--- src/rtl/busy_pkg.sv ---
// Package: shared helpers for the busy combiner.
// Assumes: synthesis-time constant widths only.
package busy_pkg;
    localparam int DEFAULT_SLOTS   = 16;
    localparam int DEFAULT_STAGES  = 2;
    localparam int DEFAULT_STRETCH = 2_400_000;

    // Counter width needed to hold the stretch length.
    function automatic int stretch_width(input int len);
        return (len < 2) ? 1 : $clog2(len + 1);
    endfunction
endpackage

--- src/rtl/busy_sync.sv ---
// Module: busy_sync
// Multi-bit, multi-stage flop synchroniser. Each bit is independent.
// Assumes: STAGES >= 1; RST_VAL is the idle level of the lines.
module busy_sync #(
    parameter int             W       = 1,
    parameter int             STAGES  = 2,
    parameter logic [W-1:0]   RST_VAL = '0
) (
    input  logic         clk,
    input  logic         rst_n,
    input  logic [W-1:0] d,
    output logic [W-1:0] q
);
    logic [W-1:0] stage_q [STAGES];

    // Shift the asynchronous input through the flop chain.
    always_ff @(posedge clk) begin
        if (!rst_n) begin
            for (int s = 0; s < STAGES; s++) stage_q[s] <= RST_VAL;
        end else begin
            stage_q[0] <= d;
            for (int s = 1; s < STAGES; s++) stage_q[s] <= stage_q[s-1];
        end
    end

    assign q = stage_q[STAGES-1];
endmodule

--- src/rtl/pulse_stretch.sv ---
// Module: pulse_stretch
// Retriggerable stretcher: output high while the trigger is high and for
// LEN cycles after it drops; each new trigger cycle reloads the count.
// Assumes: LEN >= 1; trigger is synchronous to clk.
module pulse_stretch
    import busy_pkg::*;
#(
    parameter int LEN = DEFAULT_STRETCH
) (
    input  logic clk,
    input  logic rst_n,
    input  logic trig,
    output logic led
);
    localparam int            CW   = stretch_width(LEN);
    localparam logic [CW-1:0] LOAD = CW'(LEN);

    logic [CW-1:0] cnt_q;

    // Reload on trigger, otherwise count down to zero.
    always_ff @(posedge clk) begin
        if (!rst_n)               cnt_q <= '0;
        else if (trig)            cnt_q <= LOAD;
        else if (cnt_q != '0)     cnt_q <= cnt_q - CW'(1);
    end

    assign led = (cnt_q != '0);
endmodule

--- src/rtl/busy_combiner.sv ---
// Module: busy_combiner
// Combines masked active-low slot busy lines, a software bit, front-panel
// busy and gated internal sources into crate and module busy levels, and
// drives stretched indicator LEDs.
// Assumes: slot and front-panel inputs asynchronous; all control and
// internal sources synchronous to clk.
module busy_combiner
    import busy_pkg::*;
#(
    parameter int NUM_SLOTS      = DEFAULT_SLOTS,
    parameter int SYNC_STAGES    = DEFAULT_STAGES,
    parameter int STRETCH_CYCLES = DEFAULT_STRETCH
) (
    input  logic                 clk,
    input  logic                 rst_n,
    input  logic [NUM_SLOTS-1:0] slot_busy_n,
    input  logic                 ext_busy_a,
    input  logic                 ext_busy_b,
    input  logic [NUM_SLOTS-1:0] slot_mask,
    input  logic                 sw_busy,
    input  logic                 crate_en,
    input  logic                 ext_en,
    input  logic                 test_busy,
    input  logic                 test_en,
    input  logic                 burst_busy,
    input  logic                 burst_en,
    input  logic                 dead_busy,
    input  logic                 dead_en,
    input  logic                 standalone,
    output logic                 crate_busy,
    output logic                 ext_busy,
    output logic                 module_busy,
    output logic [NUM_SLOTS-1:0] led_slot,
    output logic                 led_crate,
    output logic                 led_ext,
    output logic                 led_module
);
    localparam int NUM_EXT = 2;

    logic [NUM_SLOTS-1:0] slot_sync_n;
    logic [NUM_SLOTS-1:0] slot_act;
    logic [NUM_EXT-1:0]   ext_sync;
    logic                 crate_raw;
    logic                 ext_raw;
    logic                 int_raw;
    logic                 crate_q, ext_q, module_q;

    busy_sync #(.W(NUM_SLOTS), .STAGES(SYNC_STAGES), .RST_VAL({NUM_SLOTS{1'b1}}))
        u_slot_sync (.clk(clk), .rst_n(rst_n), .d(slot_busy_n), .q(slot_sync_n));

    busy_sync #(.W(NUM_EXT), .STAGES(SYNC_STAGES), .RST_VAL('0))
        u_ext_sync (.clk(clk), .rst_n(rst_n), .d({ext_busy_b, ext_busy_a}), .q(ext_sync));

    // Form the combinational busy terms from the synchronised inputs.
    always_comb begin
        slot_act  = ~slot_sync_n;
        crate_raw = (|(slot_act & slot_mask)) | sw_busy;
        ext_raw   = |ext_sync;
        int_raw   = (test_busy & test_en) | (burst_busy & burst_en) | (dead_busy & dead_en);
    end

    // Register the three status levels.
    always_ff @(posedge clk) begin
        if (!rst_n) begin
            crate_q  <= 1'b0;
            ext_q    <= 1'b0;
            module_q <= 1'b0;
        end else begin
            crate_q  <= crate_raw;
            ext_q    <= ext_raw;
            module_q <= standalone | (crate_en & crate_raw) | (ext_en & ext_raw) | int_raw;
        end
    end

    assign crate_busy  = crate_q;
    assign ext_busy    = ext_q;
    assign module_busy = module_q;

    genvar gi;
    generate
        for (gi = 0; gi < NUM_SLOTS; gi++) begin : g_slot_led
            pulse_stretch #(.LEN(STRETCH_CYCLES))
                u_led (.clk(clk), .rst_n(rst_n), .trig(slot_act[gi]), .led(led_slot[gi]));
        end
    endgenerate

    pulse_stretch #(.LEN(STRETCH_CYCLES))
        u_led_crate (.clk(clk), .rst_n(rst_n), .trig(crate_q), .led(led_crate));
    pulse_stretch #(.LEN(STRETCH_CYCLES))
        u_led_ext (.clk(clk), .rst_n(rst_n), .trig(ext_q), .led(led_ext));
    pulse_stretch #(.LEN(STRETCH_CYCLES))
        u_led_module (.clk(clk), .rst_n(rst_n), .trig(module_q), .led(led_module));
endmodule

--- config.mk ---
export PLATFORM = sky130hd
export DESIGN_NAME = busy_combiner
export DESIGN_NICKNAME = d
export VERILOG_FILES = /design/src/rtl/busy_pkg.sv /design/src/rtl/busy_sync.sv /design/src/rtl/pulse_stretch.sv /design/src/rtl/busy_combiner.sv
export SDC_FILE = /design/constraint.sdc
export NUM_CORES = 1
export LEC_CHECK = 0
export BUFFER_PORTS_ARGS = -buffer_cell sky130_fd_sc_hd__buf_2
export CORE_MARGIN = 2
export CORE_UTILIZATION = 62
export CTS_CLUSTER_SIZE = 12
export DETAILED_ROUTE_END_ITERATION = 6
export GPL_TIMING_DRIVEN = 0
export PLACE_DENSITY = 0.88
export SLEW_MARGIN = 20
export SYNTH_ARGS = -nofsm -noshare
export SYNTH_HDL_FRONTEND = slang
export SYNTH_HIERARCHICAL = 1
export SYNTH_SLANG_ARGS = --single-unit
--- constraint.sdc ---
create_clock -name clk -period 2.3 [get_ports clk]
set_clock_uncertainty 0.1 [all_clocks]
set_input_delay 0.46 -clock clk [delete_from_list [all_inputs] [get_ports clk]]
set_output_delay 0.46 -clock clk [all_outputs]
set_load 0.05 [all_outputs]
# Word-level counts from Yosys, hierarchy flattened
# Memory sizes are Yosys's and may differ from the RTL's.
# Index checks and enable logic that the tools add are counted.
[word_totals] memories=2 ram_bits=36 output_inout_bits=22 inputBits=46 regBits=421 elab_cells=183
[classes] reduce_logical=59 bitwise_logic=18 addsub=19 n_mux=44
[mem_list] name="u_slot_sync.stage_q" depth=2 word_bits=16 rd=2 rd_clocked_by_memory_dff=0 wr=2 line="busy_sync.sv:14" source="logic [W-1:0] stage_q [STAGES];"
[mem_list] name="u_ext_sync.stage_q" depth=2 word_bits=2 rd=2 rd_clocked_by_memory_dff=0 wr=2 line="busy_sync.sv:14"
[ops] cell="$mux W22" count=38
[ops] cell="$reduce_bool A22 Y1" count=19
[ops] cell="$sub A22 B1 Y22 const B" count=19
[ops] cell="$reduce_or A2 Y1" count=20
[ops] cell="$reduce_bool A2 Y1" count=19
[ops] cell="$mux W16" count=2
[ops] cell="$and A16 B16 Y16" count=1
[ops] cell="$not A16 Y16" count=1
[ops] cell="$reduce_or A16 Y1" count=1
[ops] cell="$or A1 B1 Y1" count=10
[ops] cell="$and A1 B1 Y1" count=5
[ops] cell="$mux W2" count=2
[ops] cell="$mux W1" count=2
[ops] cell="$not A1 Y1" count=1

# Depth between registers and ports, before layout
# Gate-level depths: netlist of run 1.
[depth] word_depth=8 depth_mapped=8 mapped_depth_nobuf=6

# Cells and area by module
# Netlist of run 1, hierarchy kept.
[by_module_without_submodules] mod="pulse_stretch" seq_area_each_um2=440.4 area_per_inst_um2=1331.3 n_inst=19 cells_per_inst=146
[by_module_without_submodules] mod="busy_sync at u_slot_sync" seq_area_each_um2=640.6 area_per_inst_um2=977.2 n_inst=1 cells_per_inst=83
[by_module_without_submodules] mod="busy_combiner" seq_area_each_um2=60.1 area_per_inst_um2=295.3 n_inst=1 cells_per_inst=43
[by_module_without_submodules] mod="busy_sync at u_ext_sync" seq_area_each_um2=80.1 area_per_inst_um2=120.1 n_inst=1 cells_per_inst=10

# Worst setup path before layout of run 1
# No wires, ideal clock.
[synth_path] kind="reg2out" start="reg u_led_crate.cnt_q[0]" end="out led_crate" path_slack_ns=0.194 path_stages_with_launch=8 arrival_time_ns=1.546 t_required_ns=1.740 n_path_buf=2 path_cell_list="dfxtp_1 > inv_1 > ha_1 > nor2b_1 > and4_1 > buf_6 > buf_8 > nand2_1"
[synth_via] elab_chain_len=1
[synth_lines] item="from (decl)" line="pulse_stretch.sv:18" source="logic [CW-1:0] cnt_q;"
[synth_lines] item="from (signal assigned)" line="pulse_stretch.sv:24" source="else if (cnt_q != '0) cnt_q <= cnt_q - CW'(1);"
[synth_lines] item="$reduce_bool A22 Y1" line="pulse_stretch.sv:27" source="assign led = (cnt_q != '0);"
[synth_lines] item="to (decl)" line="busy_combiner.sv:34" source="output logic led_crate,"
# No other way between the ends.

# Worst setup path after layout of run 1
[layout_path] start="reg g_slot_led[13].u_led.cnt_q[20]" end="out led_slot[13]"
[layout_via] elab_chain_len=1
[layout_lines] item="from (decl)" line="pulse_stretch.sv:18"
[layout_lines] item="from (signal assigned)" line="pulse_stretch.sv:24"
[layout_lines] item="$reduce_bool A22 Y1" line="pulse_stretch.sv:27"
[layout_lines] item="to (decl)" line="busy_combiner.sv:33" source="output logic [NUM_SLOTS-1:0] led_slot,"
# No other way between the ends.

==> results.json, run 1 <==
{
  "route.met2.wl_mm": 38.8,
  "p_leak_nw": 12.6,
  "clock_path_buffers": 3,
  "p_per_area_mw_per_mm2": 1830,
  "finalWirelength_mm": 78.6,
  "die_area_mm2": 0.0447,
  "worstPathRequired_ns": 1.74,
  "syn_inst": 2910,
  "hold_viol_final": 0,
  "max-cap-violations": 0,
  "async_flop_share_pct": 0,
  "avgSynthCellArea_um2": 9.17,
  "dp_hpwl_mm": 45.2,
  "crit_arrival_ns": 1.87,
  "port_buffers": 67,
  "path_max_fanout": 3,
  "setup_ws_ns": -0.125,
  "min_period_over_period_pct": 105,
  "synth_edf_count": 0,
  "numCtsBuffers": 50,
  "yosysSeqAreaShare_pct": 34.3,
  "clock-sinks": 457,
  "vdd_drop_max_v": 0.00101,
  "grt_max_degree": 31,
  "mostFrequentLayoutCell": "dfxtp_1",
  "core_area_mm2": 0.0428,
  "yosysWarnings": 6,
  "clk_pin_slew_ns": 0.06,
  "detail-route-antenna-nets": 0,
  "clock_latency_ns": 0.59,
  "cp-start-kind": "flop",
  "top_layer": "met5",
  "dr_wl_met3_mm": 5.50,
  "drive_gt1_share_pct": 33.7,
  "post-route-util_pct": 76.7,
  "grt.overflow.total": 0,
  "routed-via-count": 26600,
  "first_pass_iters": 7,
  "mostFrequentLayoutCells": "dfxtp_1 (321), buf_4 (296), a21oi_1 (210)",
  "route.detailed.drc": 0,
  "min_path_type": "input pin to flop",
  "finalWeightedCongestion": 0.901,
  "violations": "setup timing",
  "wl_met1_mm": 30.4,
  "grt_pass1_wl_mm": 122,
  "synth_cell_types": 60,
  "cts_tree": "yes",
  "synth_nets": 2994,
  "rows": 76,
  "maxSlewViolCount": 0,
  "nets": 3353,
  "setup_viol": 19,
  "wl_per_cell_um": 20.4,
  "run_status": "finished, violations left",
  "grt_pass1_vias": 25400,
  "final_cells": 3850,
  "critPathKind": "flop to output port",
  "root_buffer": "clkbuf_16",
  "synth_seq_cells": 457,
  "start_util_pct": 62.4,
  "period_needed_ns": 2.43,
  "die_h_um": 211,
  "fp.dieW_um": 211,
  "cp-end-kind": "output port",
  "htree_num_levels": 2,
  "area_growth_pct": 23.0,
  "reg2reg_slack_ns": 0,
  "fmax_ghz": 0.412,
  "grt_antenna_before_repair": 4,
  "boundaryPins": 68,
  "synth_ff_type": "dfxtp_1",
  "dpl.cell_count": 3523,
  "finalInstanceArea_mm2": 0.0328,
  "drt-initial-drc-count": 2981,
  "rsz0062_at_grt": "true",
  "viasPerCell": 6.91,
  "relSlewSlack_pct": 50.2,
  "tightest_slew_ns": 0.736,
  "synth_area_mm2": 0.0267,
  "track_usage_pct": 32.5,
  "place_area_mm2": 0.0277
}
## repair_timing
action,CTS,global route
endpoints found under the setup margin,21,50
cloned,0,1
hold endpoints to repair,16,0
hold buffers,16,0
gates resized for setup,465,101
buffers inserted,188,91
pin swaps,114,76
## metal layers
layer,track usage (%),up-vias
li1,-,12100
met1,38.1,12800
met2,56.4,1308
met3,5.36,364
met4,18.0,4
met5,0,-
## flip-flops by register name, summed over array words and instances, names as in the netlist
| name | flops |
|---|---|
| u_ext_sync/stage_q | 4 |
| g_slot_led.u_led/cnt_q | 352 |
| u_led_ext/cnt_q | 22 |
| module_busy | 1 |
| u_slot_sync/stage_q | 32 |
| u_led_module/cnt_q | 22 |
| u_led_crate/cnt_q | 22 |
| ext_busy | 1 |
| crate_busy | 1 |
## path summary, 6_finish.rpt
kind	cells after the start	start	end
setup / recovery	5	g_slot_led[13].u_led/cnt_q[20]	led_slot[13]
hold / removal	2	ext_busy_a	u_ext_sync/stage_q[0][0]
setup reg to reg	8	u_led_ext/cnt_q[1]	u_led_ext/cnt_q[4]
hold reg to reg	1	u_slot_sync/stage_q[0][0]	u_slot_sync/stage_q[0][16]
## Yosys cell counts (22+ instances only)
cell | instances | area (um2)
nand4_1 | 38 | 238
a2111oi_0 | 57 | 499
buf_2 | 22 | 110
nand3_1 | 95 | 475
o31a_1 | 114 | 998
mux2i_1 | 57 | 571
o21a_1 | 38 | 285
nor2b_1 | 46 | 288
o31ai_1 | 114 | 856
or4_1 | 114 | 856
nor4_4 | 38 | 808
nand2_1 | 133 | 499
nor3_1 | 134 | 671
nand2b_1 | 88 | 551
clkbuf_1 | 38 | 143
dfxtp_1 | 457 | 9150
clkbuf_8 | 38 | 523
nor2_1 | 97 | 364
o21ai_0 | 114 | 571
and3_2 | 38 | 285
ha_1 | 38 | 475
inv_1 | 93 | 349
nor4_1 | 57 | 357
a211oi_1 | 57 | 428
a2111o_1 | 22 | 248
or3_1 | 57 | 357
or2_2 | 57 | 357
a21oi_1 | 210 | 1050
## worst max-delay path, stage by stage (launching register included)
cell and delay (ns):
dfxtp_4 0.36, nor4_4 0.31, and4_4 0.29, buf_8 0.11
nand2_4 0.05, buf_8 0.14
## area by class of cell
type	count	area (um2)
clock buffer	71	1520
timing repair buffer	361	2800
inverter	93	369
clock inverter	14	201
sequential	457	9410
tap	546	683
multi-input combinational	2207	17200
antenna	2	5.00
buffer	99	678
fill	2648	9970
## kinds of logic (layout without fill, tap and decap cells)
kind of cell             count (synthesis)  in the layout  share of synthesized area, %
adder cells (fa/ha/maj)                 38             38                          1.78
buffers and inverters                  247            638                          6.59
AND/OR/NAND/NOR                       1227           1228                          31.3
AO/OA/AOI/OAI                          884            884                          23.9
other                                    0              2                             0
flip-flops                             457            457                          34.3
multiplexers                            57             57                          2.14
## stage by stage
stage               total power, mW  setup TNS [ns]  setup slack [ns]  hold WS [ns]
floorplan                      36.6               0             0.194         0.285
global placement               41.0          -34.71            -0.274         0.291
detailed placement             42.7          -48.80            -0.326         0.292
CTS                            56.6           -1.40            -0.159       0.00131
global route                   63.4           -2.22            -0.187        0.0205
finish                         60.2           -1.02            -0.125        0.0217
## report_power, final
| group | internal [mW] | switching, mW | total (mW) |
|---|---|---|---|
| Sequential | 11.0 | 4.20 | 15.2 |
| Clock | 5.12 | 3.37 | 8.49 |
| Combinational | 16.3 | 20.2 | 36.5 |
| Total | 32.4 | 27.7 | 60.2 |
Power figures use the tool's default switching activity.
==> run 2: changes to the inputs <==
- clock period: 2.3 -> 2.5 ns (I/O delays scaled with it)
==> results.json, run 2 (synthesis results as in run 1) <==
{
  "multiInputGateArea_mm2": 0.0168,
  "boundaryPins": 68,
  "p_per_area_mw_per_mm2": 1660,
  "dpl.cell_count": 3523,
  "fp.dieW_um": 211,
  "mostFrequentLayoutCells": "dfxtp_1 (354), a21oi_1 (210), buf_4 (185)",
  "finalInstanceArea_mm2": 0.0316,
  "relSlewSlack_pct": 32.0,
  "run_status": "finished, violations left",
  "worstPathRequired_ns": 1.90,
  "finalWirelength_mm": 72.0,
  "rows": 76,
  "clock_latency_ns": 0.60,
  "setup_viol": 1,
  "p_int_mw": 28.4,
  "route.detailed.drc": 0,
  "rsz0062_at_grt": "true",
  "regMostFlops": "g_slot_led.u_led/cnt_q",
  "hold_viol_final": 0,
  "post-route-util_pct": 73.7,
  "switching_share_pct": 45.9,
  "wl_met1_mm": 29.0,
  "timing.setup.tns_ns": -0.00767,
  "worst_r2r_endpoint": "u_led_ext/cnt_q[4]",
  "seq_area_mm2": 0.00935,
  "nets": 3241,
  "p_leak_nw": 11.8,
  "detail-route-antenna-nets": 0,
  "drive_gt1_share_pct": 29.6,
  "largestRegisters": "g_slot_led.u_led/cnt_q: 352 flops, u_slot_sync/stage_q: 32 flops",
  "die_h_um": 211,
  "grt_antenna_before_repair": 4,
  "htree_num_levels": 2,
  "core_area_mm2": 0.0428,
  "cp-start-kind": "flop",
  "path_max_fanout": 4,
  "area_growth_pct": 18.2,
  "violations": "setup timing",
  "track_usage_pct": 30.4,
  "largest_register_ffs": 352,
  "top_layer": "met5",
  "grt_max_degree": 31,
  "die_area_mm2": 0.0447,
  "critPathBufInv": 3,
  "numCtsBuffers": 50,
  "tightest_slew_ns": 1.02,
  "first_pass_iters": 6,
  "grt_pass1_wl_mm": 115,
  "holdWs_ns": 0.0180,
  "maxSlewViolCount": 0,
  "share_comb_of_total_power_pct": 58.7,
  "route.met2.wl_mm": 35.6,
  "final_cells": 3738,
  "finalWeightedCongestion": 0.901,
  "critPathKind": "flop to output port",
  "p_sw_mw": 24.1,
  "dr_wl_met3_mm": 4.42,
  "cp_top_family": "simple AND/OR/NAND/NOR gates",
  "fmax_ghz": 0.399,
  "port_buffers": 67,
  "max-cap-violations": 0,
  "clock_path_buffers": 3,
  "clock-sinks": 457,
  "crit_arrival_ns": 1.91,
  "slowest_delay_ns": 0.34,
  "endpoint": "led_module",
  "dp_hpwl_mm": 45.2,
  "period_needed_ns": 2.51,
  "setup_ws_ns": -0.00767,
  "nFillCells": 2887,
  "start_util_pct": 62.4,
  "r2r-start": "u_led_ext/cnt_q[1]",
  "viasPerCell": 6.81,
  "clk_pin_slew_ns": 0.06,
  "cts_tree": "yes",
  "grt.overflow.total": 0,
  "reg2reg_slack_ns": 0.09,
  "cp-end-kind": "output port",
  "vdd_drop_max_v": 0.000847,
  "pwr-share-clk_pct": 14.8,
  "ff2ff_path_depth": 8,
  "place_area_mm2": 0.0277,
  "path_depth": 7,
  "drt-initial-drc-count": 2280,
  "wl_per_cell_um": 19.3,
  "seqPwrFrac_pct": 26.5,
  "path_cells": "inv_2 > ha_2 > nor2b_4 > and4_4 > buf_6 > nand2_2 > buf_8",
  "cp-startpoint": "u_led_module/cnt_q[1]",
  "grt_pass1_vias": 24100,
  "routed-via-count": 25500,
  "root_buffer": "clkbuf_16",
  "mostFrequentLayoutCell": "dfxtp_1",
  "min_period_over_period_pct": 100,
  "critPathSlowestCell": "dfxtp_2",
  "min_path_type": "input pin to flop"
}
-- run 2: timing repair --
item | 4_1_cts | 5_1_grt
resized for setup | 276 | 165
hold endpoints to repair | 8 | 0
buffers inserted | 110 | 57
pin swaps | 70 | 74
endpoints found under the setup margin | 19 | 20
hold buffers | 8 | 0
-- run 2: how the worst min path moves through the flow --
stage                          startpoint                    endpoint  slack [ns]  cells after the start
2_1_floorplan  u_slot_sync/stage_q[0][13]  u_slot_sync/stage_q[0][29]        0.28                      1
3_3_place_gp   u_slot_sync/stage_q[0][15]  u_slot_sync/stage_q[0][31]        0.29                      1
3_5_place_dp    u_slot_sync/stage_q[0][0]  u_slot_sync/stage_q[0][16]        0.29                      1
4_1_cts                   slot_busy_n[12]  u_slot_sync/stage_q[0][12]       0.002                      2
5_1_grt                   slot_busy_n[11]  u_slot_sync/stage_q[0][11]        0.02                      2
6_report                  slot_busy_n[12]  u_slot_sync/stage_q[0][12]        0.02                      2
-- run 2: final cells by class --
| type | count | area share (%) |
|---|---|---|
| multi-input cells | 2206 | 53.3 |
| flip-flops and latches | 457 | 29.6 |
| repair buffers | 242 | 5.83 |
| clock buffers | 71 | 4.82 |
| plain buffers | 107 | 2.47 |
| well taps | 546 | 2.17 |
| inverters | 93 | 1.13 |
| clock inverters | 14 | 0.638 |
| diodes | 2 | 0.0159 |
-- run 2: layer usage --
| layer | global-route usage (%) | vias up |
|---|---|---|
| met1 | 36.7 | 12200 |
| met3 | 4.93 | 248 |
| met4 | 14.3 | 2 |
| li1 | - | 11900 |
| met2 | 52.8 | 1082 |
| met5 | 0 | - |
-- run 2: power by group through the flow --
| stage | Clock [mW] | Combinational, mW | Sequential, mW |
|---|---|---|---|
| finish | 7.76 | 30.8 | 13.9 |
| global route | 8.16 | 33.3 | 14.3 |
| CTS | 7.87 | 29.0 | 13.5 |
| detailed placement | 0 | 26.2 | 13.2 |
| global placement | 0 | 24.9 | 12.9 |
| floorplan | 0 | 21.3 | 12.4 |
-- run 2: metrics by stage --
step	total power [mW]	setup slack [ns]
6_report	52.5	-0.00767
5_1_grt	55.7	-0.0435
4_1_cts	50.4	-0.00124
3_5_place_dp	39.3	-0.166
3_3_place_gp	37.7	-0.114
2_1_floorplan	33.7	0.354
==> run 3: changes to the inputs <==
- SYNTH_HIERARCHICAL: 1 -> not set
==> results.json, run 3 <==
{
  "nFillCells": 2043,
  "crit_arrival_ns": 2.42,
  "grt.overflow.total": 0,
  "synth_cell_types": 72,
  "dp_hpwl_mm": 37.0,
  "area_growth_pct": 25.6,
  "rows": 69,
  "grt_antenna_before_repair": 5,
  "worstPathRequired_ns": 1.90,
  "clk_pin_slew_ns": 0.06,
  "regMostFlops": "g_slot_led.u_led.cnt_q",
  "yosysTopAreaCellShare_pct": 41.6,
  "wl_per_cell_um": 20.1,
  "vdd_drop_max_v": 0.00110,
  "grt_max_degree": 13,
  "synth_area_mm2": 0.0220,
  "port_buffers": 66,
  "nets": 2941,
  "fp.dieW_um": 192,
  "synth_ff_type": "dfxtp_1",
  "relSlewSlack_pct": 21.0,
  "finalInstanceArea_mm2": 0.0276,
  "boundaryPins": 68,
  "synth_top_cell_by_area": "dfxtp_1",
  "mostFrequentLayoutCell": "dfxtp_1",
  "period_needed_ns": 3.02,
  "p_per_area_mw_per_mm2": 1720,
  "mostFrequentLayoutCells": "dfxtp_1 (393), nor2_1 (296), buf_4 (198)",
  "first_pass_iters": 7,
  "grt_pass1_vias": 21100,
  "finalWeightedCongestion": 0.923,
  "routed-via-count": 22000,
  "largestRegisters": "g_slot_led.u_led.cnt_q: 352 flops, u_slot_sync.stage_q: 32 flops",
  "start_util_pct": 62.5,
  "avgSynthCellArea_um2": 8.55,
  "drive_gt1_share_pct": 23.1,
  "p_leak_nw": 10.5,
  "dpl.cell_count": 3102,
  "max-cap-violations": 0,
  "htree_num_levels": 2,
  "largest_register_ffs": 352,
  "synth_seq_cells": 457,
  "synth_edf_count": 0,
  "root_buffer": "clkbuf_16",
  "maxSlewViolCount": 0,
  "clock_latency_ns": 0.60,
  "die_h_um": 192,
  "place_area_mm2": 0.0231,
  "core_area_mm2": 0.0352,
  "synth_area_leaders": "dfxtp_1 (42%), xnor2_1 (5.6%), nor2_1 (5.3%), xor2_1 (5.3%), a21oi_1 (4.3%)",
  "viasPerCell": 6.56,
  "detail-route-antenna-nets": 0,
  "setup_viol": 21,
  "critPathKind": "flop to output port",
  "synth_top_family_by_area": "simple AND/OR/NAND/NOR gates",
  "synth_fa_ha_area_share_pct": 2.16,
  "rsz0062_at_grt": "true",
  "final_cells": 3357,
  "synth_nets": 2659,
  "setup_ws_ns": -0.517,
  "yosysSeqAreaShare_pct": 41.6,
  "yosysMostFrequentCell": "dfxtp_1",
  "async_flop_share_pct": 0,
  "run_status": "finished, violations left",
  "die_area_mm2": 0.0370,
  "hold_viol_final": 0,
  "yosys.area_share.simple_pct": 26.9,
  "fmax_ghz": 0.331,
  "cp-start-kind": "flop",
  "min_period_over_period_pct": 121,
  "synthTopCellsByCount": "dfxtp_1 (457), nor2_1 (308), a21oi_1 (187)",
  "finalWirelength_mm": 67.5,
  "clock-sinks": 457,
  "yosys-mux-area-fraction_pct": 0.421,
  "numCtsBuffers": 49,
  "tightest_slew_ns": 1.19,
  "total_power_mw": 47.5,
  "grt_pass1_wl_mm": 102,
  "syn_inst": 2575,
  "yosysWarnings": 0,
  "synth-compound-area-share_pct": 14.2,
  "min_path_type": "input pin to flop",
  "drt-initial-drc-count": 2564,
  "path_max_fanout": 2,
  "violations": "DRC, setup timing",
  "cts_tree": "yes",
  "synth_xor_area_share_pct": 10.8,
  "track_usage_pct": 33.6,
  "cp-end-kind": "output port",
  "clock_path_buffers": 3,
  "route.detailed.drc": 1
}
-- run 3: cell count changes in the layout (fill, tap and decap cells not counted), sizes merged, moves of 33 or more --
cell     delta
a2111oi    -42
xnor2     +140
mux2i      -50
xor2      +132
nor2      +192
nand3      -36
o31a      -108
o31ai      -91
a21boi     -35
nor3       -33
a31oi      +42
or2        -46
or4        -64
o21ai      -37
-- run 3: cells by family after synthesis --
group | Yosys count
AO/OA/AOI/OAI | 500
XOR/XNOR | 272
adder cells (fa/ha/maj) | 38
buffers and inverters | 212
flip-flops | 457
multiplexers | 9
AND/OR/NAND/NOR | 1087
-- run 3: metal layers --
layer,part of all wire [%],vias to the layer above,global-route usage [%]
met5,0.036,-,0
met4,5.3,4,16.3
met3,9.0,383,7.69
met1,37,10400,39.2
li1,-,9869,-
met2,48,1334,58.1
-- run 3: final timing paths --
path | startpoint | end | slack, ns | depth (start not counted)
worst max-delay path | g_slot_led[0].u_led.cnt_q[9] | led_slot[0] | -0.52 | 4
worst min-delay path | slot_busy_n[15] | u_slot_sync.stage_q[0][15] | 0.01 | 2
worst max register to register | g_slot_led[6].u_led.cnt_q[4] | g_slot_led[6].u_led.cnt_q[21] | -0.10 | 7
worst min register to register | u_slot_sync.stage_q[0][3] | u_slot_sync.stage_q[0][19] | 0.31 | 1
-- run 3: final cells by class --
class	count	area, um2	share of cell area, %
Buffer	87	444	1.61
Tap cell	461	577	2.09
Timing Repair Buffer	278	2170	7.86
Multi-Input combinational cell	1906	13300	48.0
Clock inverter	11	163	0.588
Antenna cell	4	10.0	0.0362
Sequential cell	457	9250	33.5
Clock buffer	75	1470	5.30
Inverter	78	295	1.07
-- run 3: report_power, final --
group          total (mW)  internal (mW)  switching (mW)  leakage (nW)
registers            13.2           9.96            3.23          3.78
clock network        7.49           4.43            3.06         0.802
logic                26.8           12.2            14.7          5.95
total                47.5           26.5            21.0          10.5
-- run 3: timing repair --
item / 4_1_cts / 5_1_grt
hold buffers: 7 / 0
setup endpoints to repair: 138 / 131
hold endpoints to repair: 7 / 0
cloned: 0 / 2
gates resized for setup: 316 / 135
buffers inserted: 167 / 63
pin swaps: 74 / 81
-- run 3: critical path, stage by stage, from the launching register on --
cell,delay (ns)
dfxtp_4,0.35
or4_4,0.52
or4_4,0.51
or2_4,0.29
buf_8,0.16
-- run 3: metrics by stage --
stage / worst slack, ns / util (%) / hold slack (ns) / setup TNS (ns)
after CTS: -0.553 / 76.4 / 0.000546 / -8.46
after floorplan: -0.0819 / - / 0.286 / -0.156
after global routing: -0.540 / 78.5 / 0.0138 / -7.23
final: -0.517 / 78.5 / 0.0130 / -5.19
after detailed placement: -0.688 / 65.5 / 0.296 / -78.77
after global placement: -0.590 / 65.5 / 0.288 / -73.54
